`src/rtl/bkr_pkg.sv`:
```
package bkr_pkg;
  localparam int PSR_W     = 32;
  localparam int NUM_BANKS = 6;   // usr/sys, fiq, irq, svc, abt, und
  localparam logic [PSR_W-1:0] PSR_RESET = 32'h0000_00D3;

  typedef logic [2:0] bank_t;
  localparam bank_t BK_USR = 3'd0;
  localparam bank_t BK_FIQ = 3'd1;
  localparam bank_t BK_IRQ = 3'd2;
  localparam bank_t BK_SVC = 3'd3;
  localparam bank_t BK_ABT = 3'd4;
  localparam bank_t BK_UND = 3'd5;

  typedef enum logic [4:0] {
    MD_USR = 5'b10000,
    MD_FIQ = 5'b10001,
    MD_IRQ = 5'b10010,
    MD_SVC = 5'b10011,
    MD_ABT = 5'b10111,
    MD_UND = 5'b11011,
    MD_SYS = 5'b11111
  } mode_e;

  function automatic logic mode_ok(input logic [4:0] m);
    case (m)
      MD_USR, MD_FIQ, MD_IRQ, MD_SVC, MD_ABT, MD_UND, MD_SYS: return 1'b1;
      default: return 1'b0;
    endcase
  endfunction

  function automatic bank_t mode_bank(input logic [4:0] m);
    case (m)
      MD_FIQ:  return BK_FIQ;
      MD_IRQ:  return BK_IRQ;
      MD_SVC:  return BK_SVC;
      MD_ABT:  return BK_ABT;
      MD_UND:  return BK_UND;
      default: return BK_USR;
    endcase
  endfunction
endpackage

```
`src/rtl/bkr_mode_dec.sv`:
```
module bkr_mode_dec
  import bkr_pkg::*;
(
  input  logic [4:0] mode_i,
  output bank_t      bank_o,
  output logic       privileged_o,
  output logic       has_saved_o
);
  assign bank_o       = mode_bank(mode_i);
  assign privileged_o = (mode_i != MD_USR);
  assign has_saved_o  = (mode_i != MD_USR) && (mode_i != MD_SYS);
endmodule

```
`src/rtl/bkr_psr.sv`:
```
module bkr_psr
  import bkr_pkg::*;
(
  input  logic             clk_i,
  input  logic             rst_ni,
  input  logic             wr_i,
  input  logic             saved_i,
  input  logic [3:0]       mask_i,
  input  logic [PSR_W-1:0] data_i,
  input  bank_t            bank_i,
  input  logic             has_saved_i,
  output logic [PSR_W-1:0] cpsr_o,
  output logic [PSR_W-1:0] spsr_o,
  output logic             mode_err_o
);
  localparam int NSAVED = NUM_BANKS - 1;

  logic [PSR_W-1:0] cpsr_q, cpsr_d;
  logic [PSR_W-1:0] spsr_q [NSAVED];
  logic [PSR_W-1:0] bmask, cur_merge, sav_merge;
  logic             bad_mode, err_q;
  bank_t            sidx;

  for (genvar b = 0; b < PSR_W/8; b++) begin : g_bmask
    assign bmask[8*b +: 8] = {8{mask_i[b]}};
  end

  assign sidx = bank_t'(bank_i - 3'd1);

  always_comb begin
    bad_mode  = wr_i && !saved_i && mask_i[0] && !mode_ok(data_i[4:0]);
    cur_merge = (cpsr_q & ~bmask) | (data_i & bmask);
    if (bad_mode) cur_merge[4:0] = cpsr_q[4:0];
    cpsr_d    = (wr_i && !saved_i) ? cur_merge : cpsr_q;
    sav_merge = has_saved_i ? ((spsr_q[sidx] & ~bmask) | (data_i & bmask)) : '0;
  end

  always_ff @(posedge clk_i or negedge rst_ni) begin
    if (!rst_ni) begin
      cpsr_q <= PSR_RESET;
      err_q  <= 1'b0;
      for (int i = 0; i < NSAVED; i++) spsr_q[i] <= '0;
    end else begin
      cpsr_q <= cpsr_d;
      err_q  <= bad_mode;
      if (wr_i && saved_i && has_saved_i) spsr_q[sidx] <= sav_merge;
    end
  end

  assign cpsr_o     = cpsr_q;
  assign spsr_o     = has_saved_i ? spsr_q[sidx] : '0;
  assign mode_err_o = err_q;


  bad_mode_kept_chk: assert property (@(posedge clk_i) disable iff (!rst_ni)
    wr_i && !saved_i && mask_i[0] && !mode_ok(data_i[4:0])
    |=> mode_err_o && (cpsr_o[4:0] == $past(cpsr_o[4:0])));

  err_cause_chk: assert property (@(posedge clk_i) disable iff (!rst_ni)
    mode_err_o |-> $past(wr_i) && !$past(saved_i));

  empty_mask_chk: assert property (@(posedge clk_i) disable iff (!rst_ni)
    wr_i && (mask_i == 4'h0) |=> $stable(cpsr_o) && $stable(spsr_o));

  saved_no_cur_chk: assert property (@(posedge clk_i) disable iff (!rst_ni)
    wr_i && saved_i |=> $stable(cpsr_o));
endmodule

```
`src/rtl/bkr_gpr.sv`:
```
module bkr_gpr
  import bkr_pkg::*;
#(
  parameter int DATA_W = 32,
  parameter int PC_OFS = 8
) (
  input  logic              clk_i,
  input  logic              rst_ni,
  input  bank_t             bank_i,
  input  logic [3:0]        rd_a_idx_i,
  output logic [DATA_W-1:0] rd_a_data_o,
  input  logic [3:0]        rd_b_idx_i,
  output logic [DATA_W-1:0] rd_b_data_o,
  input  logic              wr_en_i,
  input  logic [3:0]        wr_idx_i,
  input  logic [DATA_W-1:0] wr_data_i
);
  localparam int NLOW = 8;
  localparam int NHI  = 5;
  localparam logic [DATA_W-1:0] PC_ADD = DATA_W'(PC_OFS);

  logic [DATA_W-1:0] low_q [NLOW];
  logic [DATA_W-1:0] hi_q  [2][NHI];
  logic [DATA_W-1:0] sl_q  [NUM_BANKS][2];
  logic [DATA_W-1:0] pc_q;
  logic              hi_sel;

  assign hi_sel = (bank_i == BK_FIQ);

  function automatic logic [DATA_W-1:0] pick(input logic [3:0] i);
    if (i < 4'd8)        return low_q[i[2:0]];
    else if (i == 4'd15) return pc_q + PC_ADD;
    else if (i >= 4'd13) return sl_q[bank_i][~i[0]];
    else                 return hi_q[hi_sel][3'(i - 4'd8)];
  endfunction

  assign rd_a_data_o = pick(rd_a_idx_i);
  assign rd_b_data_o = pick(rd_b_idx_i);

  always_ff @(posedge clk_i or negedge rst_ni) begin
    if (!rst_ni) begin
      pc_q <= '0;
      for (int i = 0; i < NLOW; i++) low_q[i] <= '0;
      for (int j = 0; j < 2; j++)
        for (int i = 0; i < NHI; i++) hi_q[j][i] <= '0;
      for (int j = 0; j < NUM_BANKS; j++) begin
        sl_q[j][0] <= '0;
        sl_q[j][1] <= '0;
      end
    end else if (wr_en_i) begin
      if (wr_idx_i < 4'd8)        low_q[wr_idx_i[2:0]] <= wr_data_i;
      else if (wr_idx_i == 4'd15) pc_q <= wr_data_i;
      else if (wr_idx_i >= 4'd13) sl_q[bank_i][~wr_idx_i[0]] <= wr_data_i;
      else                        hi_q[hi_sel][3'(wr_idx_i - 4'd8)] <= wr_data_i;
    end
  end


  shared_sp_lr_kept_chk: assert property (@(posedge clk_i) disable iff (!rst_ni)
    wr_en_i && (wr_idx_i >= 4'd13) && (wr_idx_i != 4'd15) && (bank_i != BK_USR)
    |=> $stable(sl_q[0][0]) && $stable(sl_q[0][1]));

  shared_hi_kept_chk: assert property (@(posedge clk_i) disable iff (!rst_ni)
    wr_en_i && (wr_idx_i >= 4'd8) && (wr_idx_i <= 4'd12) && (bank_i == BK_FIQ)
    |=> $stable(hi_q[0][0]) && $stable(hi_q[0][4]));

  pc_store_chk: assert property (@(posedge clk_i) disable iff (!rst_ni)
    wr_en_i && (wr_idx_i == 4'd15) |=> pc_q == $past(wr_data_i));
endmodule

```
`src/rtl/banked_regfile.sv`:
```
module banked_regfile
  import bkr_pkg::*;
#(
  parameter int DATA_W = 32,
  parameter int PC_OFS = 8
) (
  input  logic              clk_i,
  input  logic              rst_ni,
  input  logic [3:0]        rd_a_idx_i,
  output logic [DATA_W-1:0] rd_a_data_o,
  input  logic [3:0]        rd_b_idx_i,
  output logic [DATA_W-1:0] rd_b_data_o,
  input  logic              wr_en_i,
  input  logic [3:0]        wr_idx_i,
  input  logic [DATA_W-1:0] wr_data_i,
  input  logic              psr_wr_i,
  input  logic              psr_saved_i,
  input  logic [3:0]        psr_mask_i,
  input  logic [PSR_W-1:0]  psr_data_i,
  output logic [PSR_W-1:0]  cpsr_o,
  output logic [PSR_W-1:0]  spsr_o,
  output logic              privileged_o,
  output logic              has_saved_o,
  output logic              mode_err_o
);
  bank_t bank;
  logic  priv, saved;

  bkr_mode_dec u_dec (
    .mode_i       (cpsr_o[4:0]),
    .bank_o       (bank),
    .privileged_o (priv),
    .has_saved_o  (saved)
  );

  bkr_psr u_psr (
    .clk_i       (clk_i),
    .rst_ni      (rst_ni),
    .wr_i        (psr_wr_i),
    .saved_i     (psr_saved_i),
    .mask_i      (psr_mask_i),
    .data_i      (psr_data_i),
    .bank_i      (bank),
    .has_saved_i (saved),
    .cpsr_o      (cpsr_o),
    .spsr_o      (spsr_o),
    .mode_err_o  (mode_err_o)
  );

  bkr_gpr #(.DATA_W(DATA_W), .PC_OFS(PC_OFS)) u_gpr (
    .clk_i       (clk_i),
    .rst_ni      (rst_ni),
    .bank_i      (bank),
    .rd_a_idx_i  (rd_a_idx_i),
    .rd_a_data_o (rd_a_data_o),
    .rd_b_idx_i  (rd_b_idx_i),
    .rd_b_data_o (rd_b_data_o),
    .wr_en_i     (wr_en_i),
    .wr_idx_i    (wr_idx_i),
    .wr_data_i   (wr_data_i)
  );

  assign privileged_o = priv;
  assign has_saved_o  = saved;


  unpriv_no_saved_chk: assert property (@(posedge clk_i) disable iff (!rst_ni)
    !privileged_o |-> !has_saved_o);

  mode_always_valid_chk: assert property (@(posedge clk_i) disable iff (!rst_ni)
    mode_ok(cpsr_o[4:0]));
endmodule

```
`config.mk`:
```
export PLATFORM = sky130hd
export DESIGN_NAME = banked_regfile
export DESIGN_NICKNAME = d
export VERILOG_FILES = /design/src/rtl/bkr_pkg.sv /design/src/rtl/bkr_mode_dec.sv /design/src/rtl/bkr_psr.sv /design/src/rtl/bkr_gpr.sv /design/src/rtl/banked_regfile.sv
export SDC_FILE = /design/constraint.sdc
export NUM_CORES = 2
export LEC_CHECK = 0
export BUFFER_PORTS_ARGS = -buffer_cell sky130_fd_sc_hd__clkbuf_2
export CAP_MARGIN = 15
export CORE_UTILIZATION = 55
export DETAILED_ROUTE_END_ITERATION = 10
export HOLD_SLACK_MARGIN = 0.06
export PLACE_DENSITY = 0.8
export SKIP_LAST_GASP = 1
export SYNTH_ARGS = -nofsm -noshare
export SYNTH_HDL_FRONTEND = slang
export SYNTH_HIERARCHICAL = 1
export SYNTH_SLANG_ARGS = --single-unit
export TNS_END_PERCENT = 5
```
`constraint.sdc`:
```
create_clock -name clk_i -period 3.55 [get_ports clk_i]
set_input_delay 0.5325 -clock clk_i [delete_from_list [all_inputs] [get_ports clk_i]]
set_output_delay 0.5325 -clock clk_i [all_outputs]
set_load 0.05 [all_outputs]
```
==> out/qor.csv <==
metric,value,unit
fill_cells,7214,
ir_drop,0.540,mV
grt_use_total,35.5,%
finalWeightedCongestion,1.02,
crit_top_cell,buf_12,
yosysUniqueCellTypes,85,
holdCritPathClass,primary input to register,
post_drt_wl_per_cell,29.9,um
grt_max_degree,94,
dp.cells,6301,
rows,120,
endpoint_kind,output port,
drt-total-wl,197000,um
cp.arrival,4.01,ns
crit_chain,"buf_4, nand2_4, nor3b_4, buf_6, buf_12, nor3b_4, buf_12, buf_12, bufbuf_16, mux2i_1, mux4_2, nor2_1, nor3_2, nor2_2, buf_12",
ys_top_cells_by_area,"dfrtp_1 49%, mux2_2 22%, mux4_2 6.5%",
violations,negative setup slack,
clk_latency,0.73,ns
finalClockSkew,0.0253,ns
hold_viol,0,
post-dp-hpwl,128000,um
drv_slew,0,
syn_to_final_growth,21.7,%
max_freq,0.220,GHz
slowest_delay,0.63,ns
drc,0,
synth_ff_type,dfrtp_1,
timing.final.ws_setup,-0.989,ns
clock_path_buffers,3,
antenna_found_initial,5,
dp_slack,-0.471,ns
maxSlewHeadroom,12.2,%
tightest_slew,1.31,ns
grt_pass1_vias,46973,
post_dp_cell_area,67600,um2
synth_top_area_share,49.1,%
slowest_stage,dfstp_4,
synth.net_count,4740,
leakage,32.6,nW
critPathRequiredTime,3.02,ns
nets,5164,
worst_setup_path_start_kind,register,
path_class,register to output port,
chipHeight,333,um
setup_viol,137,
ys_ff_latch,1185,
htree_levels,3,
clock-root-buffer,clkbuf_16,
grt_pass1_wl,298000,um
power_density,618,nW/um2
drt_iter0_drc,5290,
drtPass1Iterations,8,
overflow,0,
avgSynthCellArea,12.9,um2
synth_edf_count,0,
stdcell_area,73200,um2
drt-vias-per-instance,6.80,
core-area,108000,um2
netlist_instances,4653,
tns,-84.71,ns
die-width,333,um
final_layout_size_suffix_gt1_share,47.8,%
path_max_fanout,9,
fin_crit_sh,128,%
vias,44844,
die_area,111000,um2
cap_violations,0,
synth_area,60200,um2
final_cells,6592,
yosys.area.top_type,dfrtp_1,
clock-sinks,1185,
status,finished with violations,
ant_nets,0,
initial_core_util,55.8,%
rsz0062_at_grt,true,
clkTransAtPathRegs,0.06,ns
synth-seq-area-share,49.3,%
ys_warn_count,6,
io_pins,216,
port_buffers,215,
cts_tree,built,
cts_made_buffers,121,
async_reset_ff_share,100,%
period_needed,4.54,ns
[synth_stat cells, types with 8 or more instances]
master / instances
mux2_2: 1183
dfrtp_1: 1180
mux2i_1: 242
clkbuf_1: 223
nand2_1: 215
mux4_2: 174
buf_2: 148
nand3_1: 126
o21ai_0: 126
nor2_1: 113
mux2_1: 104
a21oi_1: 94
a31oi_1: 93
a221oi_1: 51
o22ai_1: 47
buf_1: 45
a22oi_1: 36
nor3_1: 35
a211oi_1: 29
o221ai_1: 24
inv_1: 20
and3_1: 18
o211ai_1: 18
buf_4: 17
xnor2_1: 16
nand4_1: 14
nor2b_1: 14
a221o_1: 13
nand2b_1: 12
xor2_1: 12
a22o_1: 11
and2_1: 11
nor4_1: 11
a32oi_1: 10
o31ai_1: 10
nor3b_1: 9
o2111ai_1: 9
o21ai_1: 9
o2bb2ai_1: 9
or2_2: 9
o21a_1: 8
o31a_1: 8
[through the flow]
stage          total power [mW]  utilization [%]  hold slack (ns)
3_5_place_dp               30.8             62.7            0.474
2_1_floorplan              25.5                -            0.237
5_1_grt                    46.7             67.9           0.0838
6_report                   45.3             67.9           0.0942
4_1_cts                    44.9             67.6           0.0612
3_3_place_gp               30.3             62.7            0.462
[sequential cells by signal, indices dropped and copies added (netlist names), named ones only]
name              cells
u_gpr/hi_q          320
u_gpr/low_q         256
u_gpr/pc_q           32
u_gpr/sl_q          384
u_psr/mode_err_o      1
u_psr/spsr_q        160
[kinds of logic (layout without fill, tap and decap cells)]
group                    count (synthesis)  count (layout)  share of synthesized area [%]
AO/OA/AOI/OAI                          656             656                           7.46
other                                    0               6                              0
XOR/XNOR                                29              29                          0.434
flip-flops                            1185            1185                           49.3
buffers and inverters                  460             990                           3.29
multiplexers                          1703            1703                           34.6
AND/OR/NAND/NOR                        618             618                           4.88
adder cells (fa/ha/maj)                  2               2                         0.0416
[routing by layer]
layer	routed length, um	share of wire (%)	GRT usage, %	up-vias
met5	23	0.012	0	-
met4	11800	6.0	19.4	4
met3	20500	10	9.23	705
met2	89000	45	53.8	2731
met1	75600	38	46.7	23122
li1	-	-	-	18282
[what timing repair did]
item                                   4_1_cts  5_1_grt
cloned                                       4        1
setup endpoints to repair                  200      241
pin swaps                                   19       12
hold buffers                                24        0
resized for setup                           93       63
setup buffers                               20        6
endpoints found under the hold margin       70        0
[worst paths after layout]
kind | startpoint | to | slack [ns] | cells past startpoint
min in group asynchronous | rst_ni | u_gpr/sl_q[353]$_DFFE_PN0P_ | 0.48 | 2
setup reg to reg | register | u_psr/spsr_q[23]$_DFFE_PN0P_ | -0.12 | 13
hold reg to reg | u_gpr/sl_q[76]$_DFFE_PN0P_ | u_gpr/sl_q[76]$_DFFE_PN0P_ | 0.49 | 1
max in group asynchronous | rst_ni | async pin | 2.00 | 3
setup / recovery | register | rd_b_data_o[21] | -0.99 | 15
hold / removal | psr_data_i[31] | register | 0.09 | 2
[final cells by class]
type | instances | area, um2 | area share (%)
Antenna cell | 6 | 15.0 | 0.0205
Tap cell | 1403 | 1760 | 2.40
Multi-Input combinational cell | 3008 | 30000 | 41.0
Clock inverter | 49 | 728 | 0.994
Sequential cell | 1185 | 29700 | 40.5
Inverter | 26 | 97.6 | 0.133
Timing Repair Buffer | 735 | 7370 | 10.1
Clock buffer | 180 | 3570 | 4.87
[worst max-delay path, delay by kind of cell (launching register included)]
family | cells | cell delay, ns
buffers and inverters | 7 | 1.17
AND/OR/NAND/NOR | 6 | 0.84
flip-flops | 1 | 0.63
multiplexers | 2 | 0.61
[where the power goes]
part           leakage [nW]  switching, mW  internal (mW)
combinational          15.0           7.55           6.64
clock                  2.12           5.63           8.06
sequential             15.5           1.54           15.9
[cell usage in the layout, fill, tap and decap left out, types with 63 or more instances in the layout]
master     instances
mux2_1           104
dfrtp_1         1178
clkbuf_16        122
mux2_2          1183
a31oi_1           63
buf_4            392
nand2_1          211
nor2_1            92
mux2i_1          233
mux4_2           174
a21oi_1           89
nand3_1          121
clkbuf_2         127
o21ai_0          113
buf_12           144
Power figures use the tool's default switching activity.
